<file path="config.mk">
export PLATFORM = sky130hd
export DESIGN_NAME = keyed_watchdog
export DESIGN_NICKNAME = d
export VERILOG_FILES = /design/src/rtl/kwdt_pkg.sv /design/src/rtl/kwdt_keyseq.sv /design/src/rtl/kwdt_count.sv /design/src/rtl/kwdt_pulse.sv /design/src/rtl/keyed_watchdog.sv
export SDC_FILE = /design/constraint.sdc
export NUM_CORES = 1
export LEC_CHECK = 0
export BUFFER_PORTS_ARGS = -buffer_cell sky130_fd_sc_hd__buf_2
export CAP_MARGIN = 20
export CORE_ASPECT_RATIO = 1.1
export CORE_MARGIN = 1
export CORE_UTILIZATION = 54
export DETAILED_ROUTE_END_ITERATION = 6
export GPL_TIMING_DRIVEN = 0
export PLACE_DENSITY = 0.73
export RECOVER_POWER = 25
export SLEW_MARGIN = 40
export SYNTH_ARGS = -nofsm -noshare
export SYNTH_HDL_FRONTEND = slang
export SYNTH_SLANG_ARGS = --single-unit
</file>
<file path="constraint.sdc">
create_clock -name clk -period 2.32 [get_ports clk]
set_clock_uncertainty 0.15 [all_clocks]
set_input_delay 0.232 -clock clk [delete_from_list [all_inputs] [get_ports clk]]
set_output_delay 0.232 -clock clk [all_outputs]
set_load 0.02 [all_outputs]
</file>
<file path="src/rtl/kwdt_pkg.sv">
package kwdt_pkg;
  // Progress through the two-byte key
  typedef enum logic {
    KS_WAIT = 1'b0,
    KS_HALF = 1'b1
  } key_state_e;
endpackage

</file>
<file path="src/rtl/kwdt_keyseq.sv">
module kwdt_keyseq
  import kwdt_pkg::*;
#(
  parameter int ADDR_W = 8,
  parameter int DATA_W = 8,
  parameter logic [ADDR_W-1:0] KEY_ADDR = 8'hA6,
  parameter logic [DATA_W-1:0] KEY_A = 8'h1E,
  parameter logic [DATA_W-1:0] KEY_B = 8'hE1
) (
  input  logic              clk,
  input  logic              rst_n,
  input  logic              wipe_i,
  input  logic              wr_en_i,
  input  logic [ADDR_W-1:0] wr_addr_i,
  input  logic [DATA_W-1:0] wr_data_i,
  output logic              hit_o
);
  key_state_e state_q, state_d;
  logic key_wr;

  assign key_wr = wr_en_i && (wr_addr_i == KEY_ADDR);
  assign hit_o  = key_wr && !wipe_i && (state_q == KS_HALF) && (wr_data_i == KEY_B);

  always_comb begin
    state_d = state_q;
    if (wipe_i) begin
      state_d = KS_WAIT;
    end else if (key_wr) begin
      state_d = (wr_data_i == KEY_A) ? KS_HALF : KS_WAIT;
    end
  end

  always_ff @(posedge clk or negedge rst_n) begin
    if (!rst_n) state_q <= KS_WAIT;
    else        state_q <= state_d;
  end


  key_wipe_chk: assert property (@(posedge clk) disable iff (!rst_n)
    wipe_i |=> (state_q == KS_WAIT));


  other_addr_chk: assert property (@(posedge clk) disable iff (!rst_n)
    (!wipe_i && !key_wr) |=> $stable(state_q));
endmodule

</file>
<file path="src/rtl/kwdt_count.sv">
module kwdt_count #(
  parameter int CNT_W = 13
) (
  input  logic clk,
  input  logic rst_n,
  input  logic tick_i,
  input  logic hit_i,
  input  logic wipe_i,
  input  logic pdown_i,
  input  logic wake_n_i,
  input  logic idle_i,
  input  logic idle_stop_i,
  output logic ovf_o
);
  localparam logic [CNT_W-1:0] CNT_MAX = '1;
  localparam logic [CNT_W-1:0] CNT_ONE = CNT_W'(1);

  logic             en_q, en_d;
  logic             hold_q, hold_d;
  logic [CNT_W-1:0] cnt_q, cnt_d;
  logic             freeze, pause, step;

  assign freeze = pdown_i || (hold_q && !wake_n_i);
  assign pause  = idle_i && idle_stop_i;
  assign step   = en_q && tick_i && !freeze && !pause;
  assign ovf_o  = en_q && (cnt_q == CNT_MAX);

  always_comb begin
    en_d   = en_q;
    cnt_d  = cnt_q;
    hold_d = pdown_i || (hold_q && !wake_n_i);
    if (wipe_i) begin
      en_d  = 1'b0;
      cnt_d = '0;
    end else if (hit_i) begin
      en_d  = 1'b1;
      cnt_d = '0;
    end else if (step) begin
      cnt_d = cnt_q + CNT_ONE;
    end
  end

  always_ff @(posedge clk or negedge rst_n) begin
    if (!rst_n) begin
      en_q   <= 1'b0;
      cnt_q  <= '0;
      hold_q <= 1'b0;
    end else begin
      en_q   <= en_d;
      cnt_q  <= cnt_d;
      hold_q <= hold_d;
    end
  end


  count_step_chk: assert property (@(posedge clk) disable iff (!rst_n)
    (!wipe_i && !hit_i) |=> (cnt_q == $past(cnt_q) || cnt_q == $past(cnt_q) + CNT_ONE));


  en_sticky_chk: assert property (@(posedge clk) disable iff (!rst_n)
    $fell(en_q) |-> $past(wipe_i));


  pdown_freeze_chk: assert property (@(posedge clk) disable iff (!rst_n)
    (pdown_i && !wipe_i && !hit_i) |=> $stable(cnt_q));


  wake_hold_chk: assert property (@(posedge clk) disable iff (!rst_n)
    (hold_q && !wake_n_i && !wipe_i && !hit_i) |=> $stable(cnt_q));


  idle_pause_chk: assert property (@(posedge clk) disable iff (!rst_n)
    (idle_i && idle_stop_i && !wipe_i && !hit_i) |=> $stable(cnt_q));
endmodule

</file>
<file path="src/rtl/kwdt_pulse.sv">
module kwdt_pulse #(
  parameter int PULSE_LEN = 98
) (
  input  logic clk,
  input  logic rst_n,
  input  logic ovf_i,
  output logic pulse_o
);
  localparam int LEN_W = $clog2(PULSE_LEN + 1);
  localparam logic [LEN_W-1:0] LAST = LEN_W'(PULSE_LEN - 1);

  logic             busy_q, busy_d;
  logic [LEN_W-1:0] left_q, left_d;

  always_comb begin
    busy_d = busy_q;
    left_d = left_q;
    if (ovf_i && !busy_q) begin
      busy_d = 1'b1;
      left_d = LAST;
    end else if (busy_q) begin
      if (left_q == '0) busy_d = 1'b0;
      else              left_d = left_q - LEN_W'(1);
    end
  end

  always_ff @(posedge clk or negedge rst_n) begin
    if (!rst_n) begin
      busy_q <= 1'b0;
      left_q <= '0;
    end else begin
      busy_q <= busy_d;
      left_q <= left_d;
    end
  end

  assign pulse_o = busy_q;


  pulse_cause_chk: assert property (@(posedge clk) disable iff (!rst_n)
    $rose(busy_q) |-> $past(ovf_i));


  pulse_hold_chk: assert property (@(posedge clk) disable iff (!rst_n)
    (busy_q && left_q != '0) |=> busy_q);


  pulse_end_chk: assert property (@(posedge clk) disable iff (!rst_n)
    $fell(busy_q) |-> ($past(left_q) == '0));
endmodule

</file>
<file path="src/rtl/keyed_watchdog.sv">
module keyed_watchdog #(
  parameter int ADDR_W = 8,
  parameter int DATA_W = 8,
  parameter int CNT_W = 13,
  parameter int PULSE_LEN = 98,
  parameter int IDLE_BIT = 4,
  parameter logic [ADDR_W-1:0] KEY_ADDR = 8'hA6,
  parameter logic [ADDR_W-1:0] AUX_ADDR = 8'h8E,
  parameter logic [DATA_W-1:0] KEY_A = 8'h1E,
  parameter logic [DATA_W-1:0] KEY_B = 8'hE1
) (
  input  logic              clk,
  input  logic              rst_n,
  input  logic              mc_tick_i,
  input  logic              wr_en_i,
  input  logic [ADDR_W-1:0] wr_addr_i,
  input  logic [DATA_W-1:0] wr_data_i,
  input  logic              idle_i,
  input  logic              pdown_i,
  input  logic              wake_irq_n_i,
  output logic              wdt_rst_o
);
  logic hit, ovf, busy, wipe;
  logic idle_stop_q, idle_stop_d;

  assign wipe = busy || ovf;

  always_comb begin
    idle_stop_d = idle_stop_q;
    if (wr_en_i && (wr_addr_i == AUX_ADDR)) idle_stop_d = wr_data_i[IDLE_BIT];
  end

  always_ff @(posedge clk or negedge rst_n) begin
    if (!rst_n) idle_stop_q <= 1'b0;
    else        idle_stop_q <= idle_stop_d;
  end

  kwdt_keyseq #(
    .ADDR_W(ADDR_W), .DATA_W(DATA_W),
    .KEY_ADDR(KEY_ADDR), .KEY_A(KEY_A), .KEY_B(KEY_B)
  ) u_key (
    .clk(clk), .rst_n(rst_n), .wipe_i(wipe),
    .wr_en_i(wr_en_i), .wr_addr_i(wr_addr_i), .wr_data_i(wr_data_i),
    .hit_o(hit)
  );

  kwdt_count #(.CNT_W(CNT_W)) u_cnt (
    .clk(clk), .rst_n(rst_n), .tick_i(mc_tick_i), .hit_i(hit), .wipe_i(wipe),
    .pdown_i(pdown_i), .wake_n_i(wake_irq_n_i), .idle_i(idle_i),
    .idle_stop_i(idle_stop_q), .ovf_o(ovf)
  );

  kwdt_pulse #(.PULSE_LEN(PULSE_LEN)) u_pulse (
    .clk(clk), .rst_n(rst_n), .ovf_i(ovf), .pulse_o(busy)
  );

  assign wdt_rst_o = busy;


  quiet_start_chk: assert property (@(posedge clk) disable iff (!rst_n)
    $rose(wdt_rst_o) |-> $past(ovf));
endmodule

</file>
==> PnR_summary.wiki <==
{| class="wikitable"
! Metric !! Value
|-
| Final setup violating endpoints || 0
|-
| Setup repair after global routing missed its margin || no
|-
| Cts bufs inserted || 3
|-
| Htree depth || 1
|-
| Max-Cap Viols || 0
|-
| Number of unique standard cell types used by synthesis || 42
|-
| Worst hold path stage count || 2
|-
| Total wire length || 2710 µm
|-
| Footprint of the multi-input gates || 701 µm²
|-
| Area taken by flip-flops and latches || 626 µm²
|-
| Peak Freq || 486 MHz
|-
| Critical Path End || u_cnt.cnt_q[5]
|-
| CP startpoint || u_cnt.cnt_q[0]
|-
| Placement-stage worst setup slack || 0.153 ns
|-
| Status || completed
|-
| Top-area cell type share of the netlist area || 0.457
|-
| Largest net degree at the start of global routing || 26
|-
| Last weighted congestion value of the routability-driven placer || 0.852
|-
| Clock root buffer || sky130_fd_sc_hd__clkbuf_4
|-
| Req. time, crit path || 2.38 ns
|-
| Library cell with the highest instance count after synthesis || sky130_fd_sc_hd__dfrtp_1
|-
| Placement Rows || 18
|-
| Number of pins exceeding their max-slew limit in the final report || 0
|-
| Power density normalized to cell area || 429 mW/mm²
|-
| Class of the tightest hold or removal check || in -> reg
|-
| Number of standard cells after synthesis || 137
|-
| Overall die width || 50.0 µm
|-
| Area of the core region || 0.00232 mm²
|-
| Height of the chip || 54.8 µm
|-
| Kind of end point of the critical path || register
|-
| Clock-pin slew reported for the worst setup and hold paths after clock tree synthesis || 0.14 ns
|-
| Final worst hold slack || 0.0298 ns
|-
| Clock share of power || 0.291
|-
| Capturing point of the worst reg2reg path || u_cnt.cnt_q[5]
|-
| Non-filler instance count after layout || 196
|-
| Instance count after placement with tap cells included || 190
|-
| Final Total Pwr || 677 µW
|-
| Final WS setup || 0.263 ns
|-
| Most used flip-flop cell after synthesis || sky130_fd_sc_hd__dfrtp_1
|-
| Met2 layer wire length in the routed design || 1330 µm
|-
| Setup slack of the most critical reg-to-reg path || 0.26 ns
|-
| Mean instance size in the synthesized netlist || 9.99 µm²
|-
| Vias in the first global route || 1122
|-
| Worst skew pair latency || 0.32 ns
|-
| Largest area contributor in the synthesized netlist || sky130_fd_sc_hd__dfrtp_1
|-
| Post-detail-place hpwl || 1950 µm
|-
| Initial Utilization || 0.590
|-
| Grt total ovfl || 0
|-
| Initial DRT Pass Iterations || 5
|-
| Switching part of the total power || 0.224
|-
| Setup TNS || 0 ns
|-
| Top cells by area, synth || sky130_fd_sc_hd__dfrtp_1, sky130_fd_sc_hd__a21oi_1, sky130_fd_sc_hd__o31ai_1, sky130_fd_sc_hd__or4_1, sky130_fd_sc_hd__nand2_1
|-
| Final hold vios || 0
|-
| Routed length per placed instance || 13.8 µm
|-
| Top routing layer used || met4
|-
| Worst-case vdd ir drop || 0.341 mV
|-
| Maximum buffer depth of the clock tree || 2
|-
| Number of DRC violations after detailed-routing iteration 0 || 25
|-
| Fill cells || 178
|-
| Antenna violations before repair || 0
|-
| Worst Tran Pin Value || 1.36 ns
|-
| Critical path class || reg -> reg
|-
| Total via count in the routed design || 1202
|-
| Total die area || 0.00274 mm²
|-
| Yosys synthesis warning count || 0
|-
| Global-route wire length before repair || 4690 µm
|-
| Most numerous cell types in the synthesized netlist || sky130_fd_sc_hd__dfrtp_1, sky130_fd_sc_hd__a21oi_1, sky130_fd_sc_hd__nand2_1
|-
| Summed instance area of the synthesized netlist || 0.00137 mm²
|-
| Comb pwr share || 0.061
|-
| DRC violation count after routing || 0
|-
| Kind of launch point of the worst setup path || register
|-
| Synthesis-to-finish area growth || 15.4%
|-
| Max-Slew Margin vs Limit || 0.0936
|-
| Period utilisation layout || 0.887
|-
| Met3 routed WL || 123 µm
|-
| Worst endpoint data arrival time || 2.11 ns
|-
| Number of routed nets with antenna violations || 0
|-
| Post-synthesis net count || 162
|-
| Fraction of final layout cells sized beyond drive strength 1 || 0.229
|-
| Worst reg2reg startpoint || u_cnt.cnt_q[0]
|-
| Antenna cells || 0
|-
| Switching power || 151 µW
|-
| GR Util All Layers || 0.230
|-
| Count of flip-flops with a built-in enable after synthesis || 0
|-
| Crit path max fanout || 10
|-
| Number of nets in the layout || 192
|-
| Sequential cell area fraction in the yosys report || 0.457
|-
| Shortest period the worst path allows || 2.06 ns
|-
| Internal Power || 525 µW
|-
| Proportion of power drawn by flip-flops and latches || 0.648
|-
| Total setup buffers inserted after CTS || 0
|-
| Synthesis-stage register bit count || 25
|-
| Share of flip-flops with an asynchronous set or reset after synthesis || 1.00
|-
| Worst reg-to-reg path cell count || 6
|-
| Post-route met1 wirelength || 1190 µm
|-
| Detailed-route vias per instance || 6.13
|-
| Clock sink count || 25
|-
| Count of buffers inserted at the top-level ports || 23
|-
| IO Pins || 24
|-
| Clock tree from TritonCTS || done
|-
| Reported leakage power || 0.721 nW
|}
## worst max-delay path, cell delays in order, from the launching register on
cell and delay [ns]:
sky130_fd_sc_hd__dfrtp_1 0.42, sky130_fd_sc_hd__ha_1 0.18, sky130_fd_sc_hd__nand3_1 0.31, sky130_fd_sc_hd__nor4_4 0.35, sky130_fd_sc_hd__a311o_1 0.26, sky130_fd_sc_hd__buf_4 0.21
sky130_fd_sc_hd__a21oi_1 0.06
## sequential cells by signal (all words and copies together) (netlist names)
register / cells
idle_stop_q: 1
u_cnt.cnt_q: 13
u_cnt.en_q: 1
u_cnt.hold_q: 1
u_key.state_q: 1
u_pulse.left_q: 7
u_pulse.pulse_o: 1
## cell usage in the layout, fill, tap and decap left out, drive strengths merged, types with 3 or more instances in the layout
cell type / n
nand4: 3
dfrtp: 25
o21ai: 5
buf: 26
a21oi: 12
or3: 6
nor4: 3
nand3: 4
nand2b: 3
o31ai: 8
nand2: 11
nor3: 4
or4: 7
inv: 6
clkbuf: 4
xor2: 3
nor2: 7
## worst min path at each step
stage	from	end	slack, ns
2_1_floorplan	rst_n	idle_stop_q	-0.21
3_5_place_dp	rst_n	u_pulse.left_q[6]	0.10
3_3_place_gp	rst_n	u_pulse.left_q[6]	0.1
5_1_grt	wr_data_i[4]	idle_stop_q	0.02
6_report	wr_data_i[4]	idle_stop_q	0.03
4_1_cts	wr_data_i[4]	idle_stop_q	0.02
## power by group through the flow
stage | Clock [mW] | Combinational (mW) | Sequential [mW]
2_1_floorplan | 0 | 0.00873 | 0.447
3_3_place_gp | 0 | 0.0376 | 0.447
3_5_place_dp | 0 | 0.0390 | 0.447
4_1_cts | 0.208 | 0.0417 | 0.439
5_1_grt | 0.221 | 0.0467 | 0.439
6_report | 0.197 | 0.0413 | 0.439
## kinds of logic after synthesis
group | synth area share
fa+ha+maj | 0.0183
mux | 0.0229
xor+xnor | 0.0256
buf+inv | 0.0375
simple gates | 0.277
compound gates | 0.162
flops | 0.457
## metal layers
layer,up-vias,GRT usage
met4,0,0.124
li1,580,-
met1,572,0.283
met2,43,0.400
met3,7,0.0250
met5,-,0
## metrics by stage
step           utilization  cell area (µm²)
5_1_grt              0.681             1580
4_1_cts              0.677             1570
6_report             0.681             1580
2_1_floorplan            -             1370
3_5_place_dp         0.656             1520
3_3_place_gp         0.656             1520
## cell type report
cell class                      instances  area share
Multi-Input combinational cell        102       0.444
Clock buffer                            3      0.0143
Clock inverter                          1     0.00475
Inverter                                6      0.0143
Tap cell                               30      0.0238
Buffer                                  4      0.0182
Sequential cell                        25       0.396
Timing Repair Buffer                   25      0.0848
## repair_timing
item	CTS	global route
endpoints found under the hold margin	26	0
gates resized for setup	0	1
hold buffers	2	0
endpoints found under the setup margin	0	11
(Power assumes the default switching activity.)
